--- config.mk ---
export PLATFORM = sky130hd
export DESIGN_NAME = wdog_timer
export DESIGN_NICKNAME = d
export VERILOG_FILES = /design/src/rtl/wdog_timer.sv
export SDC_FILE = /design/constraint.sdc
export NUM_CORES = 1
export LEC_CHECK = 0
export CAP_MARGIN = 20
export CORE_MARGIN = 2
export CORE_UTILIZATION = 36
export CTS_CLUSTER_SIZE = 10
export DETAILED_ROUTE_END_ITERATION = 6
export GPL_TIMING_DRIVEN = 0
export SKIP_LAST_GASP = 1
export SYNTH_ARGS = -nofsm -noshare
export SYNTH_HDL_FRONTEND = slang
export SYNTH_SLANG_ARGS = --single-unit
--- constraint.sdc ---
create_clock -name clk -period 5.7 [get_ports clk]
set_input_delay 0.57 -clock clk [delete_from_list [all_inputs] [get_ports clk]]
set_output_delay 0.57 -clock clk [all_outputs]
set_load 0.05 [all_outputs]
--- src/rtl/wdog_timer.sv ---
module wdog_timer #(
  parameter int          TICK_DIV = 40000,
  parameter int          ADDR_W   = 5,
  parameter int          DATA_W   = 32,
  parameter int          EXP_W    = 4,
  parameter int          LEN_W    = 3,
  parameter logic [31:0] FEED_KEY = 32'h73
) (
  input  logic              clk,
  input  logic              rst_n,
  input  logic              bus_sel,
  input  logic              bus_wr,
  input  logic [ADDR_W-1:0] bus_addr,
  input  logic [DATA_W-1:0] bus_wdata,
  output logic [DATA_W-1:0] bus_rdata,
  output logic              irq_pulse,
  output logic              rst_out
);
  localparam int PRE_W = (TICK_DIV > 1) ? $clog2(TICK_DIV) : 1;
  localparam int CNT_W = (1 << EXP_W);
  localparam int RST_W = (1 << LEN_W);
  localparam int CTL_W = 1 + 2 + LEN_W;
  localparam logic [ADDR_W-1:0] A_CTL  = ADDR_W'(0);
  localparam logic [ADDR_W-1:0] A_T1   = ADDR_W'(4);
  localparam logic [ADDR_W-1:0] A_T2   = ADDR_W'(8);
  localparam logic [ADDR_W-1:0] A_FEED = ADDR_W'(20);
  localparam logic [1:0] MODE_RST_ONLY = 2'd1;
  localparam logic [1:0] MODE_IRQ_ONLY = 2'd2;

  typedef enum logic [1:0] {S_IDLE, S_ST1, S_ST2, S_RST} state_t;

  state_t           state;
  logic             en_q;
  logic [1:0]       mode_q;
  logic [LEN_W-1:0] len_q;
  logic [EXP_W-1:0] t1_q, t2_q;
  logic [PRE_W-1:0] pre_q;
  logic [CNT_W-1:0] cnt_q;
  logic [RST_W-1:0] rcnt_q, rlim_q;
  logic             irq_q;

  wire wr_any  = bus_sel & bus_wr;
  wire wr_ctl  = wr_any & (bus_addr == A_CTL);
  wire wr_t1   = wr_any & (bus_addr == A_T1);
  wire wr_t2   = wr_any & (bus_addr == A_T2);
  wire feed_ok = wr_any & (bus_addr == A_FEED) & (bus_wdata == DATA_W'(FEED_KEY));

  wire             tick = (pre_q == PRE_W'(TICK_DIV - 1));
  wire [CNT_W-1:0] lim  = CNT_W'(1) << ((state == S_ST2) ? t2_q : t1_q);
  wire             hit  = tick & (cnt_q == lim - CNT_W'(1));
  wire             rdone = (rcnt_q == rlim_q - RST_W'(1));

  always_ff @(posedge clk or negedge rst_n) begin
    if (!rst_n) begin
      state  <= S_IDLE;
      en_q   <= 1'b0;
      mode_q <= '0;
      len_q  <= '0;
      t1_q   <= '0;
      t2_q   <= '0;
      pre_q  <= '0;
      cnt_q  <= '0;
      rcnt_q <= '0;
      rlim_q <= RST_W'(1);
      irq_q  <= 1'b0;
    end else begin
      irq_q <= 1'b0;
      if (wr_ctl) {len_q, mode_q, en_q} <= bus_wdata[CTL_W-1:0];
      if (wr_t1)  t1_q <= bus_wdata[EXP_W-1:0];
      if (wr_t2)  t2_q <= bus_wdata[EXP_W-1:0];
      case (state)
        S_IDLE: begin
          if (wr_ctl && bus_wdata[0]) begin
            state <= S_ST1;
            pre_q <= '0;
            cnt_q <= '0;
          end
        end
        S_ST1, S_ST2: begin
          if (wr_ctl && !bus_wdata[0]) begin
            state <= S_IDLE;
          end else if (feed_ok) begin
            state <= S_ST1;
            pre_q <= '0;
            cnt_q <= '0;
          end else if (hit) begin
            pre_q <= '0;
            cnt_q <= '0;
            if (state == S_ST2 || mode_q == MODE_RST_ONLY) begin
              state  <= S_RST;
              rcnt_q <= '0;
              rlim_q <= RST_W'(1) << len_q;
            end else begin
              irq_q <= 1'b1;
              if (mode_q != MODE_IRQ_ONLY) state <= S_ST2;
            end
          end else begin
            pre_q <= tick ? '0 : pre_q + PRE_W'(1);
            if (tick) cnt_q <= cnt_q + CNT_W'(1);
          end
        end
        S_RST: begin
          if (rdone) begin
            state <= S_IDLE;
            en_q  <= 1'b0;
          end else begin
            rcnt_q <= rcnt_q + RST_W'(1);
          end
        end
        default: state <= S_IDLE;
      endcase
    end
  end

  assign irq_pulse = irq_q;
  assign rst_out   = (state == S_RST);

  always_comb begin
    bus_rdata = '0;
    case (bus_addr)
      A_CTL:   bus_rdata[CTL_W-1:0] = {len_q, mode_q, en_q};
      A_T1:    bus_rdata[EXP_W-1:0] = t1_q;
      A_T2:    bus_rdata[EXP_W-1:0] = t2_q;
      default: bus_rdata = '0;
    endcase
  end
endmodule


### After elaboration in Yosys (flattened, before gate mapping)

Index checks and enable logic that the tools add are counted.
Widths: inputs -> output; s select.

| storage, ports and cells | value |
|---|---|
| register bits after elaboration | 65 |
| input bits | 41 |
| output and inout port bits | 34 |

| operators by class | value |
|---|---|
| $add $sub $neg | 5 |
| equal/unequal tests | 22 |
| shift-type cells | 2 |
| mux-type cells | 36 |
| bitwise logic cells | 9 |
| reduce and logical (&&, ||, !) cells | 14 |

Operators with widths:

| kind | count |
|---|---|
| $mux 16 | 9 |
| $pmux 16 s2 | 2 |
| $mux 8 | 5 |
| $add 16x1->16 const B | 2 |
| $eq 32x7->1 const B | 1 |
| $eq 16x16->1 | 1 |
| $eq 16x16->1 const B | 1 |
| $mux 2 | 8 |
| $pmux 8 s2 | 1 |
| $shl 1x4->16 const A | 1 |
| $sub 16x1->16 const B | 1 |
| $ne 2x2->1 const B | 7 |
| $pmux 4 s3 | 1 |
| $add 8x1->8 const B | 1 |
| $eq 8x8->1 | 1 |
| $mux 1 | 8 |
| $ne 4x4->1 const B | 2 |
| $reduce_and 4->1 | 2 |
| $shl 1x3->8 const A | 1 |
| $sub 8x1->8 const B | 1 |
| $and 1x1->1 | 7 |
| $pmux 2 s3 | 1 |
| $reduce_and 6->1 | 1 |
| $eq 5x3->1 const B | 1 |
| 17 further kinds | 22 |

### Longest topological paths before layout

Gate-level depths: netlist of the first run.

| depth | value |
|---|---|
| word-level depth | 10 |
| depth in mapped cells | 19 |
| gate-level depth less buffers | 13 |

### Worst setup path after synthesis of the first run

OpenSTA, ideal clock, no wires.

| timing path | value |
|---|---|
| kind | reg-to-reg |
| start | register state[0] |
| end | register rlim_q[2] |
| arrival | 3850 ps |
| required time | 5573 ps |
| slack | 1723 ps |
| cell stages (with the launch flop) | 17 |
| buffers on the path | 4 |
| period minus slack after synthesis | 3977 ps |
| path through | dfrtp_1 > inv_1 > ha_1 > mux2i_2 > buf_2 > nand4_1 > ha_1 > clkbuf_1 > or4_1 > nand3_1 > nand4_1 > nor4b_4 > and2_1 > buf_4 > and3_1 > buf_6 > mux2_1 |

| between the ends | value |
|---|---|
| cells in the longest elaborated chain, start to end | 7 |
| elaborated cells between the ends (all ways) | 10 |

Ends and longest elaborated chain:

| item | RTL line | text |
|---|---|---|
| start, declared | 32 | `state_t state;` |
| start signal, assigned | 55 | `state <= S_IDLE;` |
| start signal, assigned | 74 | `state <= S_ST1;` |
| start signal, assigned | 81 | `state <= S_IDLE;` |
| $eq 2x2->1 | 49, 71, 89 |  |
| $mux 4 | 49 | `wire [CNT_W-1:0] lim = CNT_W'(1) << ((state == S_ST2) ? t2_q : t1_q);` |
| $shl 1x4->16 | 49 |  |
| $sub 16x1->16 | 50 | `wire hit = tick & (cnt_q == lim - CNT_W'(1));` |
| $eq 16x16->1 | 50 |  |
| $and 1x1->1 | 50 |  |
| $reduce_and 5->1 (no source line) * | -- |  |
| end signal, assigned | 92 | `rlim_q <= RST_W'(1) << len_q;` |
| end, declared | 39 | `logic [RST_W-1:0] rcnt_q, rlim_q;` |

Mark *: on every way between the ends. The rest lies on a longest branch, timed or not.
A chain may end at the register's enable or synchronous reset.

### Final worst setup path of the first run

| timing path | value |
|---|---|
| start | register state[0] |
| end | register cnt_q[11] |

| between the ends | value |
|---|---|
| cells in the longest elaborated chain, start to end | 10 |
| elaborated cells between the ends (all ways) | 18 |

Ends and longest elaborated chain:

| item | RTL line | text |
|---|---|---|
| $eq 2x2->1 | 49, 71 |  |
| $mux 4 | 49 |  |
| $shl 1x4->16 | 49 |  |
| $sub 16x1->16 | 50 |  |
| $eq 16x16->1 | 50 |  |
| $and 1x1->1 | 50 |  |
| $mux 16 | 86 | `end else if (hit) begin` |
| $mux 16 | 82 | `end else if (feed_ok) begin` |
| $mux 16 | 80 | `if (wr_ctl && !bus_wdata[0]) begin` |
| $pmux 16 s2 | 71 | `case (state)` |
| end signal, assigned | 99 | `if (tick) cnt_q <= cnt_q + CNT_W'(1);` |
| end, declared | 38 | `logic [CNT_W-1:0] cnt_q;` |

Parallel ways exist; a longest one is shown, timed or not. The select of a mux whose other input is x is not followed.

==> results of run 1 <==
==> cells by family (layout without fill, tap and decap cells) <==
kind of cell	count (synthesis)	count (layout)	synth area share
DFF	65	65	0.3120
muxes	34	34	0.07482
buffers and inverters	81	144	0.08321
adders and majority gates	10	10	0.02398
and+or+nand+nor	278	278	0.2902
AOI/OAI and AO/OA	143	143	0.1899
xor gates and xnor gates	15	15	0.02518
other	1	26	0.0007187
==> cell usage after synthesis, types with 10 or more instances <==
master	n
buf_4	29
mux2i_1	11
dfrtp_1	64
nor2_1	45
inv_1	16
nor3_1	16
o21ai_0	40
nand2_1	68
mux2_2	12
a21o_1	10
and2_1	11
ha_1	10
a21oi_1	21
o211ai_1	10
nand4_1	14
and3_1	17
clkbuf_1	27
nand3_1	32
==> metal layers <==
metal	global-route usage	vias up	share of wire
met2	0.2922	150	0.45
met1	0.2520	2401	0.47
met5	0	-	0
li1	-	2439	-
met3	0.03351	18	0.054
met4	0.07138	0	0.021
==> sequential cells by signal (all words and copies together) (netlist names) <==
name and flops:
cnt_q 16, en_q 1, irq_pulse 1, len_q 3, mode_q 2, pre_q 16, rcnt_q 8, rlim_q 8
state 2, t1_q 4, t2_q 4
==> final timing paths <==
path                        endpoint  slack [ps]  depth (start not counted)
max                        cnt_q[11]         720                         15
min                          t2_q[0]         340                          1
max reg2reg                cnt_q[11]         720                         15
min reg2reg                 pre_q[1]         510                          2
max in group asynchronous   pre_q[3]        4800                          1
min in group clk            pre_q[1]         510                          2
==> per-stage QoR <==
stage | util | cell area (µm²) | std cells | setup WS [ps]
floorplan | - | 5311 | 652 | 1723
global placement | 0.4285 | 6017 | 880 | 1017
detailed placement | 0.4283 | 6015 | 880 | 877.2
CTS | 0.4504 | 6325 | 895 | 778.9
global route | 0.4504 | 6325 | 895 | 359.9
finish | 0.4504 | 6325 | 895 | 724.0
==> power by group through the flow <==
stage               logic (mW)  clock network, mW  registers (mW)
floorplan                0.607                  0           0.576
global placement         0.798                  0           0.594
detailed placement       0.816                  0           0.599
CTS                      0.821              0.599           0.591
global route             0.918              0.620           0.602
finish                   0.822              0.584           0.593
==> worst reg2reg max path, stage by stage (launching register included) <==
cell and delay (ps):
dfrtp_1 430, inv_1 130, ha_1 300, mux2i_1 630
buf_2 340, nand4_1 120, ha_1 250, clkbuf_1 240
nor4b_1 320, o211ai_1 140, a21boi_1 350, mux2i_1 370
nor4b_4 90, a21oi_1 430, nand2_1 190, o311ai_0 490
==> area by class of cell <==
type | instances | area (µm²)
Timing Repair Buffer | 48 | 478.0
Clock inverter | 5 | 81.33
Buffer | 65 | 374.1
Multi-Input combinational cell | 506 | 3249
Sequential cell | 65 | 1628
Inverter | 16 | 60.06
Tap cell | 180 | 225.2
Clock buffer | 10 | 229.0
Fill cell | 1378 | 7717
==> impl_metrics.yaml, run 1 <==
clock_network:
  cts.reportedPaths.clkPinSlew_ps: 60
  htree_levels: 3
  cts_buffer_depth: 2
  clkSinkCount: 65
  insertion_delay_ps: 340
  postCtsSetupBuffers: 0
  cts-root-buf: "clkbuf_16"
  cts_buffers: 9
  postCtsHoldBufs: 0
  cts.repair.resized: 0
  tritoncts: "done"
synthesis:
  ys_types: 76
  synth_area_leader_cell: "dfrtp_1"
  synth.area.top_cells: "dfrtp_1 31%, nand2_1 4.9%, buf_4 4.2%"
  ys_async_sr_fraction: 1.000
  synth-edff-count: 0
  yosysSeqAreaShare: 0.3120
  synth_ff_type: "dfrtp_1"
  synth_cells: 627
  netlist_area_mm2: 0.005218
  yosys_warnings: 0
  yosys_register_bits: 65
  syn_avg_cell_area_um2: 8.321
  synth_top_area_frac: 0.3070
grt:
  grt_use_total: 0.1851
  grt_max_degree: 66
  antenna_found_initial: 0
  grt_pass1_vias: 4794
  gr-total-overflow: 0
  grt_pass1_wl_um: 23860
pwr:
  vdd_ir_drop_max_v: 0.0002000
  internal_power_mw: 1.207
  power_density_mw_per_mm2: 316.1
  finalPower_mw: 1.999
  p_leak_nw: 2.757
  swShare: 0.3964
  p_seq_frac: 0.297
  clockPowerShare: 0.292
  p_sw_mw: 0.7923
  pwr-share-comb: 0.411
drt:
  detail_route.first_pass.iterations: 5
  routedWlPerCell_um: 15.64
  drt_wl_total_um: 14000
  vias_per_cell: 5.596
  drtIter0Drc: 381
  drc_errors: 0
  antenna_left: 0
  vias: 5008
worst_setup_path:
  cp_max_fo: 10
  cpMaxStageDelayCell: "mux2i_1"
  worstPathArrival_ps: 5160
  cp_top_family: "compound AO/OA/AOI/OAI gates"
  crit_start: "state[0]"
  r2r-start: "state[0]"
  end_kind: "flop"
  slowest_delay_ps: 630
  criticalPathCategory: "reg -> reg"
  crit_buf_inv: 3
  critPathRequiredTime_ps: 5890
  startpoint_type: "flop"
  crit_chain: "inv_1 > ha_1 > mux2i_1 > buf_2 > nand4_1 > ha_1 > clkbuf_1 > nor4b_1 > o211ai_1 > a21boi_1 > mux2i_1 > nor4b_4 > a21oi_1 > nand2_1 > o311ai_0"
timing:
  finalSetupViolations: 0
  final_hold_viol_count: 0
  finalCriticalPeriod_ps: 4976
  max_slew_margin: 0.4261
  worst_pin_slew_ps: 854.3
  min_period_over_period: 0.8730
  setup-tns-final_ps: 0
  rsz0062_at_grt: "no"
  fmax_mhz: 201.0
  slew_viol_final: 0
  holdWs_ps: 342.9
  fin_skew_ps: 10.18
floorplanning:
  rows: 43
  core-area_mm2: 0.01404
  die_w_um: 124.4
  io_pins: 75
  design.die.area_mm2: 0.01547
  die_h_um: 124.4
  start_util: 0.3716
flow_run:
  max_cap_viol_count: 0
placed_design:
  globalplace.congestion: 0.8862
  portBuffers: 48
  dpl.hpwl_um: 10280
min_path:
  worstHoldPathType: "in -> async"
final_layout:
  drive_gt1_frac: 0.1161
  final_common_cell: "nand2_1"
  final_cell_mix: "68 x nand2_1, 64 x dfrtp_1, 47 x clkdlybuf4s50_1, 45 x nor2_1, 40 x o21ai_0"
  fin_nets: 762
  antennaDiodeCount: 0
  syn_to_final_growth_pct: 21.22
status:
  status: "finished clean"
(Power assumes the default switching activity.)
==> run 2: changes to the inputs <==
CELL_PAD_IN_SITES_DETAIL_PLACEMENT = 1   (was default)
CELL_PAD_IN_SITES_GLOBAL_PLACEMENT = 1   (was default)
CORE_MARGIN = default   (was 2)
PLACE_DENSITY_LB_ADDON = 0.1   (was default)
==> run 2 against run 1 <==
First-iteration DRC count down 19%. Combinational power is 2% higher. Fmax fell by 1.3%. Clock-buffer cell count rose by 1. Register-to-register slack lost 70 ps. Critical path depth up 1. Global-route usage up 3.5 points. Largest cell class unchanged. Design area rose by 0.32%. Critical path type unchanged. Clock skew shrank 3.3 ps. Sequential share of layout area shrank 0.081 points. Routed wire length rose by 13%.
==> impl_metrics.yaml, run 2 (synthesis results as in run 1) <==
final_layout:
  final_common_cell: "nand2_1"
  final_cell_mix: "68 x nand2_1, 64 x dfrtp_1, 47 x clkdlybuf4s50_1, 45 x nor2_1, 40 x o21ai_0"
  antennaDiodeCount: 0
  syn_to_final_growth_pct: 21.61
  multi_input_area_mm2: 0.003249
  seqCellArea_mm2: 0.001628
  drive_gt1_frac: 0.1187
  top_regs: "cnt_q x16, pre_q x16"
  fill_cells: 1688
  fin_nets: 762
  stdcell_count: 896
  postLayoutCoreUtil: 0.4536
floorplanning:
  rows: 43
  die_h_um: 122.4
  core-area_mm2: 0.01399
  design.die.area_mm2: 0.01498
  start_util: 0.3730
  io_pins: 75
  die_w_um: 122.4
timing:
  finalCriticalPeriod_ps: 5044
  worst_slack_ps: 656.0
  slew_viol_final: 0
  min_period_over_period: 0.8849
  setup-tns-final_ps: 0
  fmax_mhz: 198.3
  finalSetupViolations: 0
  rsz0062_at_grt: "no"
  holdWs_ps: 323.3
  fin_skew_ps: 6.881
  final_hold_viol_count: 0
  worst_pin_slew_ps: 863.9
  max_slew_margin: 0.4240
pwr:
  p_seq_frac: 0.290
  clockPowerShare: 0.301
  vdd_ir_drop_max_v: 0.0002602
  swShare: 0.3998
  internal_power_mw: 1.232
  p_sw_mw: 0.8208
  pwr-share-comb: 0.409
  power_density_mw_per_mm2: 323.6
  p_leak_nw: 2.770
drt:
  routedWlPerCell_um: 17.64
  detail_route.first_pass.iterations: 4
  drtIter0Drc: 309
  vias: 5040
  drt_wl_total_um: 15800
  antenna_left: 0
  drc_errors: 0
  vias_per_cell: 5.625
clock_network:
  cts-root-buf: "clkbuf_16"
  postCtsSetupBuffers: 0
  postCtsHoldBufs: 0
  cts_buffer_depth: 2
  cts.reportedPaths.clkPinSlew_ps: 60
  cts_buffers: 9
  tritoncts: "done"
  htree_levels: 3
  insertion_delay_ps: 340
  clkSinkCount: 65
  cts.repair.resized: 0
placed_design:
  dpl.hpwl_um: 11750
  post-place-ws_ps: 680.9
  portBuffers: 48
  dp_cells: 880
  globalplace.congestion: 0.8502
worst_setup_path:
  worstPathArrival_ps: 5250
  startpoint_type: "flop"
  r2r-start: "state[0]"
  criticalPathCategory: "reg -> reg"
  cp_max_fo: 10
  crit_start: "state[0]"
  end_kind: "flop"
  critPathRequiredTime_ps: 5910
grt:
  gr-total-overflow: 0
  antenna_found_initial: 0
  grt_use_total: 0.2199
  grt_max_degree: 66
  grt_pass1_wl_um: 25760
  grt_pass1_vias: 5101
min_path:
  worstHoldPathType: "in -> async"
flow_run:
  max_cap_viol_count: 0
status:
  status: "finished clean"
-- run 2: changes by cell type in the layout (fill, tap and decap cells not counted) --
cell,delta
clkinv_4,-1
clkinv_2,+1
clkbuf_8,+2
clkbuf_1,-1
-- run 2: final timing paths --
kind	end	slack [ps]	cells after the start
worst max-delay path	cnt_q[11]	660	16
worst min-delay path	t2_q[3]	320	1
worst max register to register	cnt_q[11]	660	16
worst min register to register	pre_q[15]	510	1
max in group asynchronous	pre_q[11]	4790	1
min in group clk	pre_q[15]	510	1
-- run 2: area by class of cell --
| type | count | share of cell area |
|---|---|---|
| Buffer | 65 | 0.05896 |
| Clock buffer | 11 | 0.03983 |
| Clock inverter | 5 | 0.01223 |
| Inverter | 16 | 0.009466 |
| Multi-Input combinational cell | 506 | 0.5121 |
| Sequential cell | 65 | 0.2566 |
| Tap cell | 180 | 0.03550 |
| Timing Repair Buffer | 48 | 0.07533 |
-- run 2: routing by layer --
metal | part of all wire | vias up | wire (µm) | track usage
met5 | 0 | - | 0 | 0
met2 | 0.48 | 108 | 7628 | 0.3764
met1 | 0.46 | 2484 | 7219 | 0.2727
met4 | 0.012 | 0 | 189 | 0.06021
li1 | - | 2436 | - | -
met3 | 0.048 | 12 | 763 | 0.05483
-- run 2: metrics by stage --
step	total power [mW]	instance area, µm²
3_5_place_dp	1.444	6015
3_3_place_gp	1.406	6017
4_1_cts	2.079	6345
2_1_floorplan	1.183	5311
6_report	2.053	6345
5_1_grt	2.197	6345
-- run 2: power by group through the flow --
stage	registers [mW]	logic [mW]	clock network (mW)
2_1_floorplan	0.576	0.607	0
3_3_place_gp	0.596	0.810	0
3_5_place_dp	0.603	0.842	0
4_1_cts	0.594	0.847	0.638
5_1_grt	0.605	0.937	0.656
6_report	0.596	0.840	0.617
-- run 2: critical path, stage by stage, from the launching register on --
cell and delay [ps]:
dfrtp_1 440, inv_1 130, ha_1 290, mux2i_1 630
buf_2 340, nand4_1 130, ha_1 260, clkbuf_1 250
nor4b_1 310, o211ai_1 140, a21boi_1 380, mux2i_1 380
nor4b_4 90, a21oi_1 480, clkbuf_1 410, nand3_1 140
o311ai_0 120
